$ cat config.mk
export PLATFORM = sky130hd
export DESIGN_NAME = cmos_banked_ram
export DESIGN_NICKNAME = d
export VERILOG_FILES = /design/src/rtl/cmos_bank_pkg.sv /design/src/rtl/cmos_rst_sync.sv /design/src/rtl/cmos_region_dec.sv /design/src/rtl/cmos_id_rom.sv /design/src/rtl/cmos_byte_array.sv /design/src/rtl/cmos_banked_ram.sv
export SDC_FILE = /design/constraint.sdc
export NUM_CORES = 2
export LEC_CHECK = 0
export BUFFER_PORTS_ARGS = -buffer_cell sky130_fd_sc_hd__buf_2
export CAP_MARGIN = 5
export CORE_UTILIZATION = 45
export CTS_BUF_LIST = sky130_fd_sc_hd__clkbuf_16
export CTS_CLUSTER_SIZE = 40
export DETAILED_ROUTE_END_ITERATION = 16
export GPL_TIMING_DRIVEN = 0
export PLACE_DENSITY = 0.61
export SYNTH_ARGS = -nofsm -noshare
export SYNTH_HDL_FRONTEND = slang
export SYNTH_SLANG_ARGS = --single-unit
$ cat constraint.sdc
create_clock -name clk -period 0.8 [get_ports clk]
set_clock_uncertainty 0.1 [all_clocks]
set_input_delay 0.12 -clock clk [delete_from_list [all_inputs] [get_ports clk]]
set_output_delay 0.12 -clock clk [all_outputs]
set_load 0.01 [all_outputs]
$ cat src/rtl/cmos_bank_pkg.sv
package cmos_bank_pkg;

  localparam int BYTE_W      = 8;
  localparam int ID_BYTES    = 8;
  localparam int ID_BODY_W   = (ID_BYTES - 1) * BYTE_W;
  localparam logic [BYTE_W-1:0] CRC8_POLY_REFL = 8'h8C;

  typedef enum logic [2:0] {
    RG_SHARED,
    RG_LOW_BANK,
    RG_IDENT,
    RG_CENTURY,
    RG_RESERVED
  } region_t;

  // Reflected CRC-8, bit-serial, least significant bit of the message first.
  function automatic logic [BYTE_W-1:0] crc8_lsb_first(input logic [ID_BODY_W-1:0] msg);
    logic [BYTE_W-1:0] acc;
    logic              fb;
    acc = '0;
    for (int i = 0; i < ID_BODY_W; i++) begin
      fb  = acc[0] ^ msg[i];
      acc = acc >> 1;
      if (fb) acc = acc ^ CRC8_POLY_REFL;
    end
    return acc;
  endfunction

  function automatic logic century_ok(input logic [BYTE_W-1:0] v, input logic bcd);
    logic ok;
    if (bcd) ok = (v[7:4] <= 4'd9) && (v[3:0] <= 4'd9);
    else     ok = (v <= 8'd99);
    return ok;
  endfunction

endpackage

$ cat src/rtl/cmos_rst_sync.sv
module cmos_rst_sync (
  input  logic clk,
  input  logic rst_n,
  output logic core_rst_n
);
  logic [1:0] sync_q;
  logic [1:0] sync_d;

  always_comb sync_d = {sync_q[0], 1'b1};

  always_ff @(posedge clk or negedge rst_n) begin
    if (!rst_n) sync_q <= '0;
    else        sync_q <= sync_d;
  end

  assign core_rst_n = sync_q[1];
endmodule

$ cat src/rtl/cmos_region_dec.sv
module cmos_region_dec
  import cmos_bank_pkg::*;
#(
  parameter int ADDR_W = 7
) (
  input  logic              bank_sel,
  input  logic [ADDR_W-1:0] addr,
  output region_t           region,
  output logic [ADDR_W-2:0] row,
  output logic [2:0]        id_sel
);
  localparam int HALF    = 2 ** (ADDR_W - 1);
  localparam int ID_LAST = HALF + ID_BYTES - 1;
  localparam int CENT    = HALF + ID_BYTES;
  localparam logic [ADDR_W-1:0] HALF_A    = ADDR_W'(HALF);
  localparam logic [ADDR_W-1:0] ID_LAST_A = ADDR_W'(ID_LAST);
  localparam logic [ADDR_W-1:0] CENT_A    = ADDR_W'(CENT);

  always_comb begin
    row    = addr[ADDR_W-2:0];
    id_sel = addr[2:0];
    if (addr < HALF_A)          region = RG_SHARED;
    else if (!bank_sel)         region = RG_LOW_BANK;
    else if (addr <= ID_LAST_A) region = RG_IDENT;
    else if (addr == CENT_A)    region = RG_CENTURY;
    else                        region = RG_RESERVED;
  end
endmodule

$ cat src/rtl/cmos_id_rom.sv
module cmos_id_rom
  import cmos_bank_pkg::*;
#(
  parameter logic [ID_BODY_W-1:0] ID_VALUE = '0
) (
  input  logic [2:0]        sel,
  output logic [BYTE_W-1:0] id_byte
);
  localparam logic [BYTE_W-1:0]             CHECK = crc8_lsb_first(ID_VALUE);
  localparam logic [ID_BYTES*BYTE_W-1:0]    IMAGE = {CHECK, ID_VALUE};

  logic [BYTE_W-1:0] rom [ID_BYTES];

  for (genvar g = 0; g < ID_BYTES; g++) begin : g_rom
    assign rom[g] = IMAGE[g*BYTE_W +: BYTE_W];
  end

  assign id_byte = rom[sel];
endmodule

$ cat src/rtl/cmos_byte_array.sv
module cmos_byte_array
  import cmos_bank_pkg::*;
#(
  parameter int DEPTH = 64,
  localparam int IDX_W = $clog2(DEPTH)
) (
  input  logic              clk,
  input  logic              we,
  input  logic              clr,
  input  logic [IDX_W-1:0]  idx,
  input  logic [BYTE_W-1:0] wd,
  output logic [BYTE_W-1:0] rd_byte
);
  logic [BYTE_W-1:0] mem [DEPTH];

  // Battery-backed contents: no reset, erased only by clr.
  always_ff @(posedge clk) begin
    if (clr) begin
      for (int i = 0; i < DEPTH; i++) mem[i] <= '0;
    end else if (we) begin
      mem[idx] <= wd;
    end
  end

  assign rd_byte = mem[idx];
endmodule

$ cat src/rtl/cmos_banked_ram.sv
module cmos_banked_ram
  import cmos_bank_pkg::*;
#(
  parameter int ADDR_W = 7,
  parameter logic [ID_BODY_W-1:0] ID_VALUE = 56'h3A_C7_19_E4_52_B8_05
) (
  input  logic              clk,
  input  logic              rst_n,
  input  logic              bank_sel,
  input  logic [ADDR_W-1:0] addr,
  input  logic              wr_en,
  input  logic [BYTE_W-1:0] wr_data,
  input  logic              date_bcd,
  input  logic              clear_all,
  output logic [BYTE_W-1:0] rd_data
);
  localparam int HALF = 2 ** (ADDR_W - 1);

  logic              core_rst_n;
  region_t           region;
  logic [ADDR_W-2:0] row;
  logic [2:0]        id_sel;
  logic              we_ok;
  logic              clr_ok;
  logic              shared_we;
  logic              low_we;
  logic [BYTE_W-1:0] shared_byte;
  logic [BYTE_W-1:0] low_byte;
  logic [BYTE_W-1:0] id_byte;
  logic [BYTE_W-1:0] cent_q;
  logic [BYTE_W-1:0] cent_d;
  logic [BYTE_W-1:0] rd_d;
  logic [BYTE_W-1:0] rd_q;

  cmos_rst_sync u_rst (
    .clk        (clk),
    .rst_n      (rst_n),
    .core_rst_n (core_rst_n)
  );

  cmos_region_dec #(.ADDR_W(ADDR_W)) u_dec (
    .bank_sel (bank_sel),
    .addr     (addr),
    .region   (region),
    .row      (row),
    .id_sel   (id_sel)
  );

  // Write and erase enables, held off while the internal reset is active.
  always_comb begin
    we_ok     = wr_en & core_rst_n;
    clr_ok    = clear_all & core_rst_n;
    shared_we = we_ok && (region == RG_SHARED);
    low_we    = we_ok && (region == RG_LOW_BANK);
  end

  cmos_byte_array #(.DEPTH(HALF)) u_shared (
    .clk     (clk),
    .we      (shared_we),
    .clr     (clr_ok),
    .idx     (row),
    .wd      (wr_data),
    .rd_byte (shared_byte)
  );

  cmos_byte_array #(.DEPTH(HALF)) u_low_bank (
    .clk     (clk),
    .we      (low_we),
    .clr     (clr_ok),
    .idx     (row),
    .wd      (wr_data),
    .rd_byte (low_byte)
  );

  cmos_id_rom #(.ID_VALUE(ID_VALUE)) u_id (
    .sel     (id_sel),
    .id_byte (id_byte)
  );

  // Century byte: next state.
  always_comb begin
    cent_d = cent_q;
    if (clr_ok)
      cent_d = '0;
    else if (we_ok && (region == RG_CENTURY) && century_ok(wr_data, date_bcd))
      cent_d = wr_data;
  end

  // Century byte: battery-backed register, no reset.
  always_ff @(posedge clk) begin
    cent_q <= cent_d;
  end

  // Read selection.
  always_comb begin
    case (region)
      RG_SHARED:   rd_d = shared_byte;
      RG_LOW_BANK: rd_d = low_byte;
      RG_IDENT:    rd_d = id_byte;
      RG_CENTURY:  rd_d = cent_q;
      default:     rd_d = '0;
    endcase
  end

  always_ff @(posedge clk or negedge core_rst_n) begin
    if (!core_rst_n) rd_q <= '0;
    else             rd_q <= rd_d;
  end

  assign rd_data = rd_q;
endmodule

Word level (Yosys, flattened, before mapping)
Memories as Yosys holds them, arrays and structs flattened.
Index checks and enable logic that the tools add are counted.
{"block": "word_totals", "regBits": 18, "ramBits": 1024, "rom_bits": 64, "in_bits": 21, "out_inout_bits": 8, "word_cells": 50, "memories": 3}
{"memory": "u_low_bank.mem", "words": 64, "word_bits": 8, "rd": 1, "rd_ports_with_merged_regs": 0, "write_ports": 64, "line": "cmos_byte_array.sv:14", "text": "logic [BYTE_W-1:0] mem [DEPTH];"}
{"memory": "u_shared.mem", "words": 64, "word_bits": 8, "rd": 1, "rd_ports_with_merged_regs": 0, "write_ports": 64, "line": "cmos_byte_array.sv:14"}
{"memory": "(name not given)", "words": 8, "word_bits": 8, "rd": 1, "rd_ports_with_merged_regs": 0, "write_ports": 0, "line": "cmos_id_rom.sv:18", "text": "assign id_byte = rom[sel];"}
{"block": "op_classes", "order_cmp": 6, "n_eq_ne": 4, "muxes": 23, "bitwise": 3, "reduce_logical": 8}
{"cell": "$mux 8", "n": 4}
{"cell": "$pmux 8 s4", "n": 1}
{"cell": "$reduce_or 8->1", "n": 2}
{"cell": "$mux 1", "n": 12}
{"cell": "$mux 3", "n": 4}
{"cell": "$mux 6", "n": 2}
{"cell": "$le 4x4->1 const B", "n": 2}
{"cell": "$le 8x7->1 const B", "n": 1}
{"cell": "$eq 7x7->1 const B", "n": 1}
{"cell": "$le 7x7->1 const B", "n": 1}
{"cell": "$lt 7x7->1 const B", "n": 1}
{"cell": "$eq 3x2->1 const B", "n": 2}
{"cell": "$logic_and 1x1->1", "n": 5}
{"cell": "$ge 4x4->1 const B", "n": 1}
{"cell": "$not 3->4", "n": 1}
{"cell": "$eq 3x1->1 const B", "n": 1}
{"cell": "$logic_not 3->1", "n": 1}
{"cell": "$and 1x1->1", "n": 2}

Logic depth before layout (Yosys ltp)
{"block": "depth", "word_depth": 12, "ltp_mapped": 12, "mapped_depth_nobuf": 8}

By module
A second synthesis with hierarchy kept.
{"block": "hier_totals", "hier_cells": 3842, "area_unflattened_um2": 49309.8}
{"mod": "cmos_byte_array", "instances": 2, "cells_per_inst": 1851, "area_each_um2": 23954.2, "seq_area_each_um2": 15374.7}
{"mod": "cmos_banked_ram", "instances": 1, "cells_per_inst": 100, "area_each_um2": 1067.3, "seq_area_each_um2": 360.3}
{"mod": "cmos_id_rom", "instances": 1, "cells_per_inst": 19, "area_each_um2": 146.4, "seq_area_each_um2": 0.0}
{"mod": "cmos_region_dec", "instances": 1, "cells_per_inst": 18, "area_each_um2": 133.9, "seq_area_each_um2": 0.0}
{"mod": "cmos_rst_sync", "instances": 1, "cells_per_inst": 3, "area_each_um2": 53.8, "seq_area_each_um2": 50.0}

Least setup slack after synthesis
No wires, ideal clock.
{"block": "synth_path", "kind": "flip-flop to flip-flop", "from": "reg u_rst.sync_q[1]", "to": "mem u_low_bank.mem[15][0] (enable)", "setup_time_ns": 0.384, "arrival_ns": 2.252, "required_time_ns": 0.316, "slack_ns": -1.936, "path_stages_with_launch": 6, "n_path_buf": 1, "period_less_slack_ns": 2.736, "cell_sequence": "dfrtp_1 -> nand2_1 -> nor3_1 -> nand3_1 -> clkbuf_1 -> o21ai_0"}
{"item": "start, declared", "line": "cmos_rst_sync.sv:6", "text": "logic [1:0] sync_q;"}
{"item": "start signal, assigned", "line": "cmos_rst_sync.sv:13", "text": "else sync_q <= sync_d;"}
{"item": "end, declared", "line": "cmos_byte_array.sv:14"}

Worst setup path in the final report
{"block": "layout_path", "from": "in addr[2]", "to": "reg rd_q[6] (netlist: rd_data[6])"}
{"block": "layout_between", "elab_chain_cells": 7, "word_cells_on_any_way": 18, "cone_classes": "order compare: 2; eq/ne: 4; mux: 7; bitwise: 1; reduce/logical: 1; memory: 3"}
{"item": "start, declared", "line": "cmos_banked_ram.sv:10", "text": "input logic [ADDR_W-1:0] addr,"}
{"item": "parallel branches: the longest is 6 deep, another holds $le 7x7->1"}
{"item": "$pmux 8 s4 *", "line": "cmos_banked_ram.sv:96", "text": "case (region)"}
{"item": "net rd_d[6]", "line": "cmos_banked_ram.sv:32", "text": "logic [BYTE_W-1:0] rd_d;"}
{"item": "end signal, assigned", "line": "cmos_banked_ram.sv:107", "text": "else rd_q <= rd_d;"}
{"item": "end, declared", "line": "cmos_banked_ram.sv:33", "text": "logic [BYTE_W-1:0] rd_q;"}
Mark *: on every way through the listed nets, which the timed path passes. The select of a mux whose other input is x is not followed.
A chain may end at the register's enable or synchronous reset.

==> metrics <==
outcome finished with violations; failing checks negative hold slack, max-capacitance violations, negative setup slack; Initial Utilization 45.4%; CORE AREA 107000 µm²; final setup fails 2080; root buf cell clkbuf_16; Yosys Warn Count 0; Period Utilization, post-route 374%; final core utilization 60.4%; layout filler cell count 8106; Rows 120; Port Buffers 26; Pleak 25.3 nW; total power 125 mW; post-synthesis compound-gate area fraction 7.66%; worst skew pair latency 0.73 ns; final hold viol count 8; Bufs and invs on worst path 3; Detail Route Antenna Nets 0; commonest non-fill, non-tap cell in the layout edfxtp_1; final non-filler cell total 5637; XOR/XNOR Fraction of Synth Area 0%; CTS tree done; Fmax 334 MHz; placed insts 5048; CP Launch Type input port; Hold Crit Class input port to flop; Hold Slack -0.0488 ns; register area share after synthesis 64.0%; Num CTS Buffers 113; Routed WL 240000 µm; largest net degree at the start of global routing 15; Post-synth EDFFs 1024; Syn Area/Cell 13.5 µm²; CTS hold repair buffers 3; Critical Path, Cell by Cell buf_4 > buf_6 > nand2b_1 > buf_2 > nor2_4 > a222oi_1 > o22ai_2 > nor4_4 > o221ai_2; crit-path max cell delay 0.96 ns; Synth Area in Simple Gates 16.4%; Clock Sinks 1042; final max-slew violation count 0; CP required 1.23 ns; Post-synth ARST share 0.960%; # IOs 29; Synth Register Bits 1042; PwrDens 1940 nW/µm²; Die Span Y 331 µm; first-pass GRT wire length 312000 µm; area delta synth->final 33.0%; Final HPWL DP 157000 µm; CP max FO 10; proportion of synthesized area in mux cells 8.72%; kind of critical path input port to flop; die area 109000 µm²; ys flop type edfxtp_1; # nets final 4153; die width 331 µm; RSZ-0062 raised after global routing true; crit path DAT 3.42 ns; most frequent cells in the layout edfxtp_1, and2_1, buf_12; Placer Congestion 1.08; peak supply drop 1.90 mV; Pre-Repair DR Iteration Count 10; initial antenna violation count 27; routed vias 38.2k; Syn Nets 3637; Slew HR 1.66%; vias in the first global route 34.8k; MaxCap Viol Count 1; Slowest-stage cell, CP a222oi_1; mapped cell area 48700 µm²; Least-Margin Pin Slew 1.46 ns; Distinct cells, synth 73; Clock Pin Slew Worst Setup and Hold Paths 0.07 ns; drt wl/cell 42.5 µm; Tmin final 2.99 ns; CTS HTree Levels 3; kind of end point of the critical path flop; remaining routing DRC violations 0; Max Buffers Root-to-Sink 3; post-DR vias/cell 6.77; Remaining Overflow, GRT 0; GR Util All Layers 43.5%; post-synthesis adder-cell area fraction 0.103%; top cell family by delay on the critical path compound AO/OA/AOI/OAI gates; setup ws final -2.19 ns; Post-Syn Instances 3612; Detailed Route Iter0 Violations 6750; main combinational cell family by area after synthesis simple AND/OR/NAND/NOR gates; fraction of layout cells with a size suffix above 1 31.9%
[per-layer routing]
layer | vias to the layer above | global-route usage [%] | wire length (µm)
met5 | - | 0.696 | 288
met4 | 16 | 32.7 | 21400
met3 | 990 | 22.2 | 42100
met2 | 3680 | 56.9 | 93800
met1 | 19000 | 54.2 | 82100
li1 | 14400 | - | -
[area by class of cell]
class / count / area (µm²) / share of cell area [%]
Clock buffer: 119 / 2980 / 4.60
Buffer: 300 / 3100 / 4.79
Sequential cell: 1042 / 31200 / 48.2
Antenna cell: 14 / 35.0 / 0.0541
Multi-Input combinational cell: 2261 / 19600 / 30.3
Tap cell: 1403 / 1760 / 2.71
Timing Repair Buffer: 404 / 5520 / 8.53
Clock inverter: 88 / 533 / 0.824
Inverter: 6 / 25.0 / 0.0387
[metrics by stage]
| step | setup slack [ns] | instance area (µm²) | setup TNS (ns) |
|---|---|---|---|
| 6_report | -2.19 | 64700 | -3000.34 |
| 5_1_grt | -2.06 | 64700 | -2972.21 |
| 4_1_cts | -1.86 | 62600 | -3014.02 |
| 3_5_place_dp | -4.46 | 52900 | -5089.73 |
| 3_3_place_gp | -4.56 | 52800 | -5066.67 |
| 2_1_floorplan | -1.30 | 50900 | -2194.43 |
[synthesized netlist by cell type (all sizes together) (7+ instances only)]
library cell | count | area (µm²)
nand2b | 8 | 50.1
dfxtp | 8 | 160
o21ai | 186 | 931
a211oi | 18 | 135
mux2i | 133 | 1330
dfrtp | 10 | 250
clkbuf | 196 | 736
nand2 | 81 | 312
and2 | 1028 | 6430
edfxtp | 1024 | 30700
a221oi | 56 | 516
a221o | 11 | 110
nand3 | 12 | 60.1
nor2 | 198 | 748
o22ai | 95 | 594
a21oi | 72 | 360
nand3b | 8 | 60.1
nor3 | 13 | 70.1
a31oi | 13 | 81.3
a222oi | 8 | 80.1
mux4 | 85 | 1910
mux2 | 88 | 998
a22oi | 23 | 173
o221ai | 24 | 210
buf | 107 | 751
nor2b | 8 | 50.1
a22o | 7 | 61.3
[repair_timing]
action                     4_1_cts  5_1_grt
setup endpoints to repair     2072     2080
gates resized for setup        597      302
pin swaps                      169      141
hold endpoints to repair        22        1
setup buffers                  258      108
gates cloned                    15        0
[flip-flops by register name, indices dropped and copies added, names as in the netlist]
register and cells:
cent_q 8, rd_data 8, u_low_bank.mem 512, u_rst.sync_q 2, u_shared.mem 512
[logic make-up after synthesis]
logic type / count (synthesis)
and+or+nand+nor: 1382
AOI/OAI and AO/OA: 568
buffers and inverters: 309
adders and majority gates: 4
DFF: 1042
muxes: 306
other: 1
[power by group]
group          internal (mW)  switching (mW)
Combinational           4.31            10.1
Clock                   28.4            22.8
Sequential              59.8          0.0302
Total                   92.5            32.9
[worst min-delay path: stages]
cell     delay (ns)
buf_2          0.13
nand2_8        0.11
nor2_1         0.09
nand3_4        0.15
mux2i_1        0.09
nor2_1         0.07
[path summary, 6_finish.rpt]
check / cells past startpoint / startpoint / end / slack, ns
worst max-delay path: 9 / addr[2] / rd_data[6] / -2.19
worst max register to register: 6 / u_low_bank.mem[19][6] / rd_data[6] / -2.16
max in group asynchronous: 2 / u_rst.sync_q[1] / rd_data[2] / -0.18
worst min register to register: 0 / u_rst.sync_q[0] / u_rst.sync_q[1] / 0.25
min in group asynchronous: 3 / rst_n / u_rst.sync_q[1] / 0.13
worst min-delay path: 6 / wr_en / cent_q[3] / -0.05
No activity file was read; power rests on OpenSTA's default activity.
